### config.mk
export PLATFORM = sky130hd
export DESIGN_NAME = mbox_irq_ctrl
export DESIGN_NICKNAME = d
export VERILOG_FILES = /design/src/rtl/mbox_pkg.sv /design/src/rtl/mbox_access_decode.sv /design/src/rtl/mbox_flag_reg.sv /design/src/rtl/mbox_irq_ctrl.sv
export SDC_FILE = /design/constraint.sdc
export NUM_CORES = 1
export LEC_CHECK = 0
export BUFFER_PORTS_ARGS = -buffer_cell sky130_fd_sc_hd__clkbuf_2
export CORE_AREA = 2 2 39 41
export CTS_CLUSTER_SIZE = 12
export DETAILED_ROUTE_END_ITERATION = 10
export DIE_AREA = 0 0 41 43
export SYNTH_ARGS = -nofsm -noshare
export SYNTH_HDL_FRONTEND = slang
export SYNTH_HIERARCHICAL = 1
export SYNTH_SLANG_ARGS = --single-unit
### constraint.sdc
create_clock -name clk -period 1.4 [get_ports clk]
set_input_delay 0.28 -clock clk [delete_from_list [all_inputs] [get_ports clk]]
set_output_delay 0.28 -clock clk [all_outputs]
set_load 0.005 [all_outputs]
### src/rtl/mbox_pkg.sv
// Package: shared constants and helpers for the mailbox interrupt block.
// Assumes two sides only, indexed left = 0 and right = 1.
package mbox_pkg;
    localparam int unsigned MBOX_ADDR_W = 15;
    localparam int unsigned NUM_SIDES   = 2;

    typedef enum logic {SIDE_LEFT = 1'b0, SIDE_RIGHT = 1'b1} side_e;

    // Mailbox word owned by a side: right owns the top word, left the one below.
    function automatic logic [MBOX_ADDR_W-1:0] own_box(input int unsigned side);
        logic [MBOX_ADDR_W-1:0] top;
        top = '1;
        return (side == 0) ? top - 1'b1 : top;
    endfunction

    // Index of the opposite side.
    function automatic int unsigned peer_of(input int unsigned side);
        return (side == 0) ? 1 : 0;
    endfunction
endpackage

### src/rtl/mbox_access_decode.sv
// Module: mbox_access_decode
// Decodes one side's control bus into two strobes: a post to the peer's
// mailbox (a write) and a take of its own mailbox (cs and oe low, any r/w).
// Assumes active-low controls. A side held busy produces neither strobe.
module mbox_access_decode #(
    parameter int unsigned ADDR_W = 15,
    parameter logic [ADDR_W-1:0] OWN_BOX  = '1,
    parameter logic [ADDR_W-1:0] PEER_BOX = '0
) (
    input  logic              clk,
    input  logic              rst_n,
    input  logic              cs_n,
    input  logic              oe_n,
    input  logic              we_n,
    input  logic [ADDR_W-1:0] addr,
    input  logic              busy_n,
    output logic              post_o,
    output logic              take_o
);
    logic sel;

    // Purpose: combinational strobe decode, gated by chip enable and busy.
    always_comb begin
        sel    = !cs_n && busy_n;
        post_o = sel && !we_n && (addr == PEER_BOX);
        take_o = sel && !oe_n && (addr == OWN_BOX);
    end


    busy_blocks_chk: assert property (@(posedge clk) disable iff (!rst_n)
        !busy_n |-> (!post_o && !take_o));

    deselect_quiet_chk: assert property (@(posedge clk) disable iff (!rst_n)
        cs_n |-> (!post_o && !take_o));
endmodule

### src/rtl/mbox_flag_reg.sv
// Module: mbox_flag_reg
// Holds one active-low interrupt flag. A set drives it low, a clear drives
// it high, and a set wins when both arrive in the same cycle. The output
// comes straight from the flop and is driven both ways.
module mbox_flag_reg (
    input  logic clk,
    input  logic rst_n,
    input  logic set_i,
    input  logic clr_i,
    output logic irq_n_o
);
    // Purpose: update the flag on each edge with set priority.
    always_ff @(posedge clk) begin
        if (!rst_n)      irq_n_o <= 1'b1;
        else if (set_i)  irq_n_o <= 1'b0;
        else if (clr_i)  irq_n_o <= 1'b1;
    end


    set_takes_chk: assert property (@(posedge clk) disable iff (!rst_n)
        set_i |=> !irq_n_o);

    clear_frees_chk: assert property (@(posedge clk) disable iff (!rst_n)
        (clr_i && !set_i) |=> irq_n_o);

    idle_holds_chk: assert property (@(posedge clk) disable iff (!rst_n)
        (!set_i && !clr_i) |=> $stable(irq_n_o));
endmodule

### src/rtl/mbox_irq_ctrl.sv
// Module: mbox_irq_ctrl (top)
// Mailbox interrupt logic for a two-sided memory. Each side gets a decoder.
// The peer's post strobe and the own side's take strobe feed that side's flag.
// Assumes both buses are synchronous to clk. The memory array and the
// arbitration that produces busy live elsewhere.
module mbox_irq_ctrl #(
    parameter int unsigned ADDR_W = mbox_pkg::MBOX_ADDR_W
) (
    input  logic              clk,
    input  logic              rst_n,
    input  logic              l_cs_n,
    input  logic              l_oe_n,
    input  logic              l_we_n,
    input  logic [ADDR_W-1:0] l_addr,
    input  logic              l_busy_n,
    input  logic              r_cs_n,
    input  logic              r_oe_n,
    input  logic              r_we_n,
    input  logic [ADDR_W-1:0] r_addr,
    input  logic              r_busy_n,
    output logic              l_irq_n,
    output logic              r_irq_n
);
    import mbox_pkg::*;
    localparam int unsigned NS = NUM_SIDES;
    localparam logic [ADDR_W-1:0] TOP_WORD = '1;

    logic              cs_v   [NS];
    logic              oe_v   [NS];
    logic              we_v   [NS];
    logic [ADDR_W-1:0] addr_v [NS];
    logic              busy_v [NS];
    logic              post_v [NS];
    logic              take_v [NS];
    logic              irq_v  [NS];

    // Purpose: gather the side buses into arrays indexed by side.
    always_comb begin
        cs_v[SIDE_LEFT]    = l_cs_n;   cs_v[SIDE_RIGHT]   = r_cs_n;
        oe_v[SIDE_LEFT]    = l_oe_n;   oe_v[SIDE_RIGHT]   = r_oe_n;
        we_v[SIDE_LEFT]    = l_we_n;   we_v[SIDE_RIGHT]   = r_we_n;
        addr_v[SIDE_LEFT]  = l_addr;   addr_v[SIDE_RIGHT] = r_addr;
        busy_v[SIDE_LEFT]  = l_busy_n; busy_v[SIDE_RIGHT] = r_busy_n;
    end

    for (genvar s = 0; s < NS; s++) begin : g_side
        localparam logic [ADDR_W-1:0] OWN  = (s == 0) ? TOP_WORD - 1'b1 : TOP_WORD;
        localparam logic [ADDR_W-1:0] PEER = (s == 0) ? TOP_WORD : TOP_WORD - 1'b1;
        localparam int unsigned       PS   = (s == 0) ? 1 : 0;

        mbox_access_decode #(.ADDR_W(ADDR_W), .OWN_BOX(OWN), .PEER_BOX(PEER)) u_dec (
            .clk    (clk),
            .rst_n  (rst_n),
            .cs_n   (cs_v[s]),
            .oe_n   (oe_v[s]),
            .we_n   (we_v[s]),
            .addr   (addr_v[s]),
            .busy_n (busy_v[s]),
            .post_o (post_v[s]),
            .take_o (take_v[s])
        );

        mbox_flag_reg u_flag (
            .clk     (clk),
            .rst_n   (rst_n),
            .set_i   (post_v[PS]),
            .clr_i   (take_v[s]),
            .irq_n_o (irq_v[s])
        );
    end

    assign l_irq_n = irq_v[SIDE_LEFT];
    assign r_irq_n = irq_v[SIDE_RIGHT];

    // a busy right side cannot raise the left interrupt.
    busy_right_no_set_chk: assert property (@(posedge clk) disable iff (!rst_n)
        (!r_busy_n && l_irq_n && (l_cs_n || l_oe_n)) |=> l_irq_n);
    // a busy left side cannot raise the right interrupt.
    busy_left_no_set_chk: assert property (@(posedge clk) disable iff (!rst_n)
        (!l_busy_n && r_irq_n && (r_cs_n || r_oe_n)) |=> r_irq_n);
endmodule

==> flow_summary.rst <==
.. list-table::
   :header-rows: 1

   * - Metric
     - Value
   * - Final setup violating endpoints
     - 0
   * - Buffers inserted by post-CTS timing repair
     - 0
   * - N_diodes
     - 0
   * - Quantity of I/O buffers inserted on ports
     - 41
   * - Data required time at the worst endpoint
     - 1560 ps
   * - Height of the chip
     - 43 um
   * - Count of unique library cells instantiated by Yosys
     - 8
   * - Pins Over Slew Limit
     - 0
   * - Largest cells by area after synthesis
     - sky130_fd_sc_hd__dfxtp_1 (24%), sky130_fd_sc_hd__nand4_1 (22%), sky130_fd_sc_hd__nor3b_2 (15%)
   * - Kind of cell adding the most delay to the critical path
     - simple AND/OR/NAND/NOR gates
   * - Routed length per placed instance
     - roughly 8.6 um
   * - Setup repair after global routing missed its margin
     - no
   * - Core area
     - 1380 um^2
   * - Worst min path class
     - in2reg
   * - Netlist area before placement
     - about 170 um^2
   * - Number of nets in the layout
     - 106
   * - Outcome
     - finished, final reports clean
   * - Total area of sequential cells
     - between 40 and 50 um^2
   * - Cell chosen for the clock root
     - sky130_fd_sc_hd__clkbuf_4
   * - Core Rows
     - 14
   * - Max H-tree Level
     - 1
   * - Top register by number of flip-flops
     - g_side.u_flag/irq_n_o
   * - Portion of netlist area occupied by mux cells
     - 0
   * - Switching power share of the total
     - 0.199
   * - Proportion of netlist area held by the largest area contributor
     - 0.239
   * - Combinational group share of total power
     - 0.240
   * - Ports
     - 42
   * - Max IR drop VDD
     - 0.531 mV
   * - Antenna Violating Nets Remaining
     - 0
   * - Largest registers
     - g_side.u_flag/irq_n_o (2)
   * - Launching element type of the critical path
     - input pin
   * - Setup slack, reg-to-reg
     - 820 ps
   * - Startpoint-to-endpoint class of the critical path
     - in2reg
   * - Register-to-Register Path Depth
     - 2
   * - Number of instances in the synthesized netlist
     - 20
   * - CP max stage delay
     - 330 ps
   * - Internal power summed over all cells
     - 0.194 mW
   * - Share of the clock period used by the worst path after layout
     - 0.776
   * - Count of instances resized after the clock tree is built
     - 0
   * - Detailed Route WL
     - 690 um
   * - Basic-gate share of the synthesized area counting and, or, nand and nor cells
     - 0.701
   * - Number of global-route vias before repair
     - between 300 and 400
   * - Total Negative Setup Slacks
     - 0 ps
   * - All-layer global routing usage
     - 0.0881
   * - Post-layout minimum cycle time
     - 1090 ps
   * - Headroom to the max-slew limit
     - 0.806
   * - Initial standard-cell utilization of the core
     - 0.121
   * - Initial antenna violation count
     - 0
   * - Share of the synthesized area in compound gates (AO/OA/AOI/OAI)
     - 0.0597
   * - TritonCTS clock tree
     - yes
   * - Post-route cell area
     - between 400 and 500 um^2
   * - Number of storage elements in the synthesis netlist
     - 2
   * - Worst Path Arrival
     - 1240 ps
   * - Clock latency on the worst-skew pair
     - around 220 ps
   * - Fraction of final layout cells sized beyond drive strength 1
     - 0.719
   * - Slowest-stage cell, CP
     - sky130_fd_sc_hd__nor4_1
   * - Final cell count without fillers
     - 80
   * - Number of flip-flops in the largest register
     - 2
   * - Vias after detailed routing
     - 344
   * - Number of cells on the worst hold path
     - 2
   * - Max capacitance violation total
     - 0
   * - Sort of element at the end of the critical path
     - flip-flop
   * - Clock Skews
     - 0 ps
   * - Portion of the post-synthesis area used by sequential elements
     - 0.239
   * - Die W
     - 41 um
   * - Final cell utilization of the core
     - 0.300
   * - Area growth syn-to-layout
     - 148%
   * - Die ar.
     - about 1800 um^2
   * - Cell accounting for the most synthesized area
     - sky130_fd_sc_hd__dfxtp_1
   * - Grt ovf
     - 0
   * - Synthesized-area fraction occupied by adder cells
     - 0
   * - Measured slew at the worst slew-check pin
     - 289 ps
   * - Most frequent cells in the layout
     - sky130_fd_sc_hd__clkbuf_2 (41), sky130_fd_sc_hd__nand4_1 (6), sky130_fd_sc_hd__clkbuf_4 (3)
   * - Buffers & Inverters on Critical Path
     - 1
   * - Hold-fix buffers, CTS
     - 0
   * - Placed cell area
     - 393 um^2
   * - Dominant combinational cell family by area after synthesis
     - simple AND/OR/NAND/NOR gates
   * - Most common cell after layout, fill and taps aside
     - sky130_fd_sc_hd__clkbuf_2
   * - Number of remaining DRC errors
     - 0
   * - Number of cells on the critical path
     - 6
   * - Flop pwr share
     - 0.238
   * - Synthesized net count
     - 60
   * - Final hold violation count
     - 0
   * - CTS clock-pin slew for the worst setup and hold paths
     - 30 ps
   * - Max FO, Critical Path
     - 2
   * - Mean number of vias per cell
     - 4.30
   * - Total placed cells including tap cells
     - 77
   * - Share of the synthesized netlist area taken by xor and xnor gates
     - 0
   * - Power per standard cell area
     - slightly below 600 nW/um^2
   * - Warnings from Yosys
     - 6
   * - Filler instances
     - 152
   * - Fraction of power consumed by the clock network
     - 0.522
   * - Power consumption
     - 0.242 mW
   * - Area of the multi-input gates
     - 128 um^2
   * - Max Clock Freq
     - 0.921 GHz
   * - Drt first pass iters
     - 4
   * - Pleak
     - ~0.23 nW
   * - Wire length of the first global-routing pass
     - 986 um
   * - Mean cell area of the mapped netlist
     - around 8.4 um^2
   * - Detailed router's first-iteration violation count
     - 6
   * - Cells traversed along the worst timing path
     - clkbuf_2 -> nand4b_1 -> nor4_1 -> nor3b_2 -> nor2_1 -> o21ai_1
   * - Buffers from clock root to sink, at most
     - 2
   * - Placer's final routability congestion estimate
     - a little over 0.7
   * - Num CTS Buffers
     - 3
   * - Maximum number of pins on one net before global-route repair
     - 3
   * - Switching power
     - 0.0482 mW
   * - Number of sinks driven by the clock tree
     - 2
[cell usage after synthesis]
cell,instances
sky130_fd_sc_hd__nor4_1,2
sky130_fd_sc_hd__nor3b_2,2
sky130_fd_sc_hd__dfxtp_1,2
sky130_fd_sc_hd__and3b_1,2
sky130_fd_sc_hd__nor2_1,2
sky130_fd_sc_hd__o21ai_1,2
sky130_fd_sc_hd__nand4_1,6
sky130_fd_sc_hd__nand4b_1,2
[per-layer routing]
layer	vias to the layer above	share of wire	track usage
li1	175	-	-
met1	137	0.32	0.0892
met2	32	0.46	0.131
met3	0	0.22	0.0942
met4	0	0	0
met5	-	0	0
[cell families (layout without fill, tap and decap cells)]
| family | Yosys count | after routing |
|---|---|---|
| buf+inv | 0 | 44 |
| compound gates | 2 | 2 |
| simple gates | 16 | 16 |
| flops | 2 | 2 |
[path summary, 6_finish.rpt]
check                              to                startpoint
max reg2reg  g_side[0].u_flag/irq_n_o  g_side[0].u_flag/irq_n_o
max          g_side[0].u_flag/irq_n_o                    l_cs_n
min          g_side[0].u_flag/irq_n_o                     rst_n
min reg2reg  g_side[1].u_flag/irq_n_o  g_side[1].u_flag/irq_n_o
[through the flow]
stage / setup WS (ps) / hold WS, ps
3_5_place_dp: 29.9 / 477
4_1_cts: 272 / 242
5_1_grt: 183 / 255
2_1_floorplan: 313 / 360
6_report: 314 / 246
3_3_place_gp: 73.5 / 466
[power groups by stage]
stage	clock network [mW]	logic, mW	registers (mW)
finish	0.126	0.0581	0.0575
global route	0.145	0.0673	0.0574
CTS	0.133	0.0594	0.0575
detailed placement	0	0.0592	0.0582
global placement	0	0.0581	0.0582
floorplan	0	0.00538	0.0582
[area by class of cell]
class,count,area share
clock buffer,3,0.0542
tap,16,0.0482
timing repair buffer,41,0.494
sequential,2,0.0964
multi-input combinational,18,0.307
(Power assumes the default switching activity.)
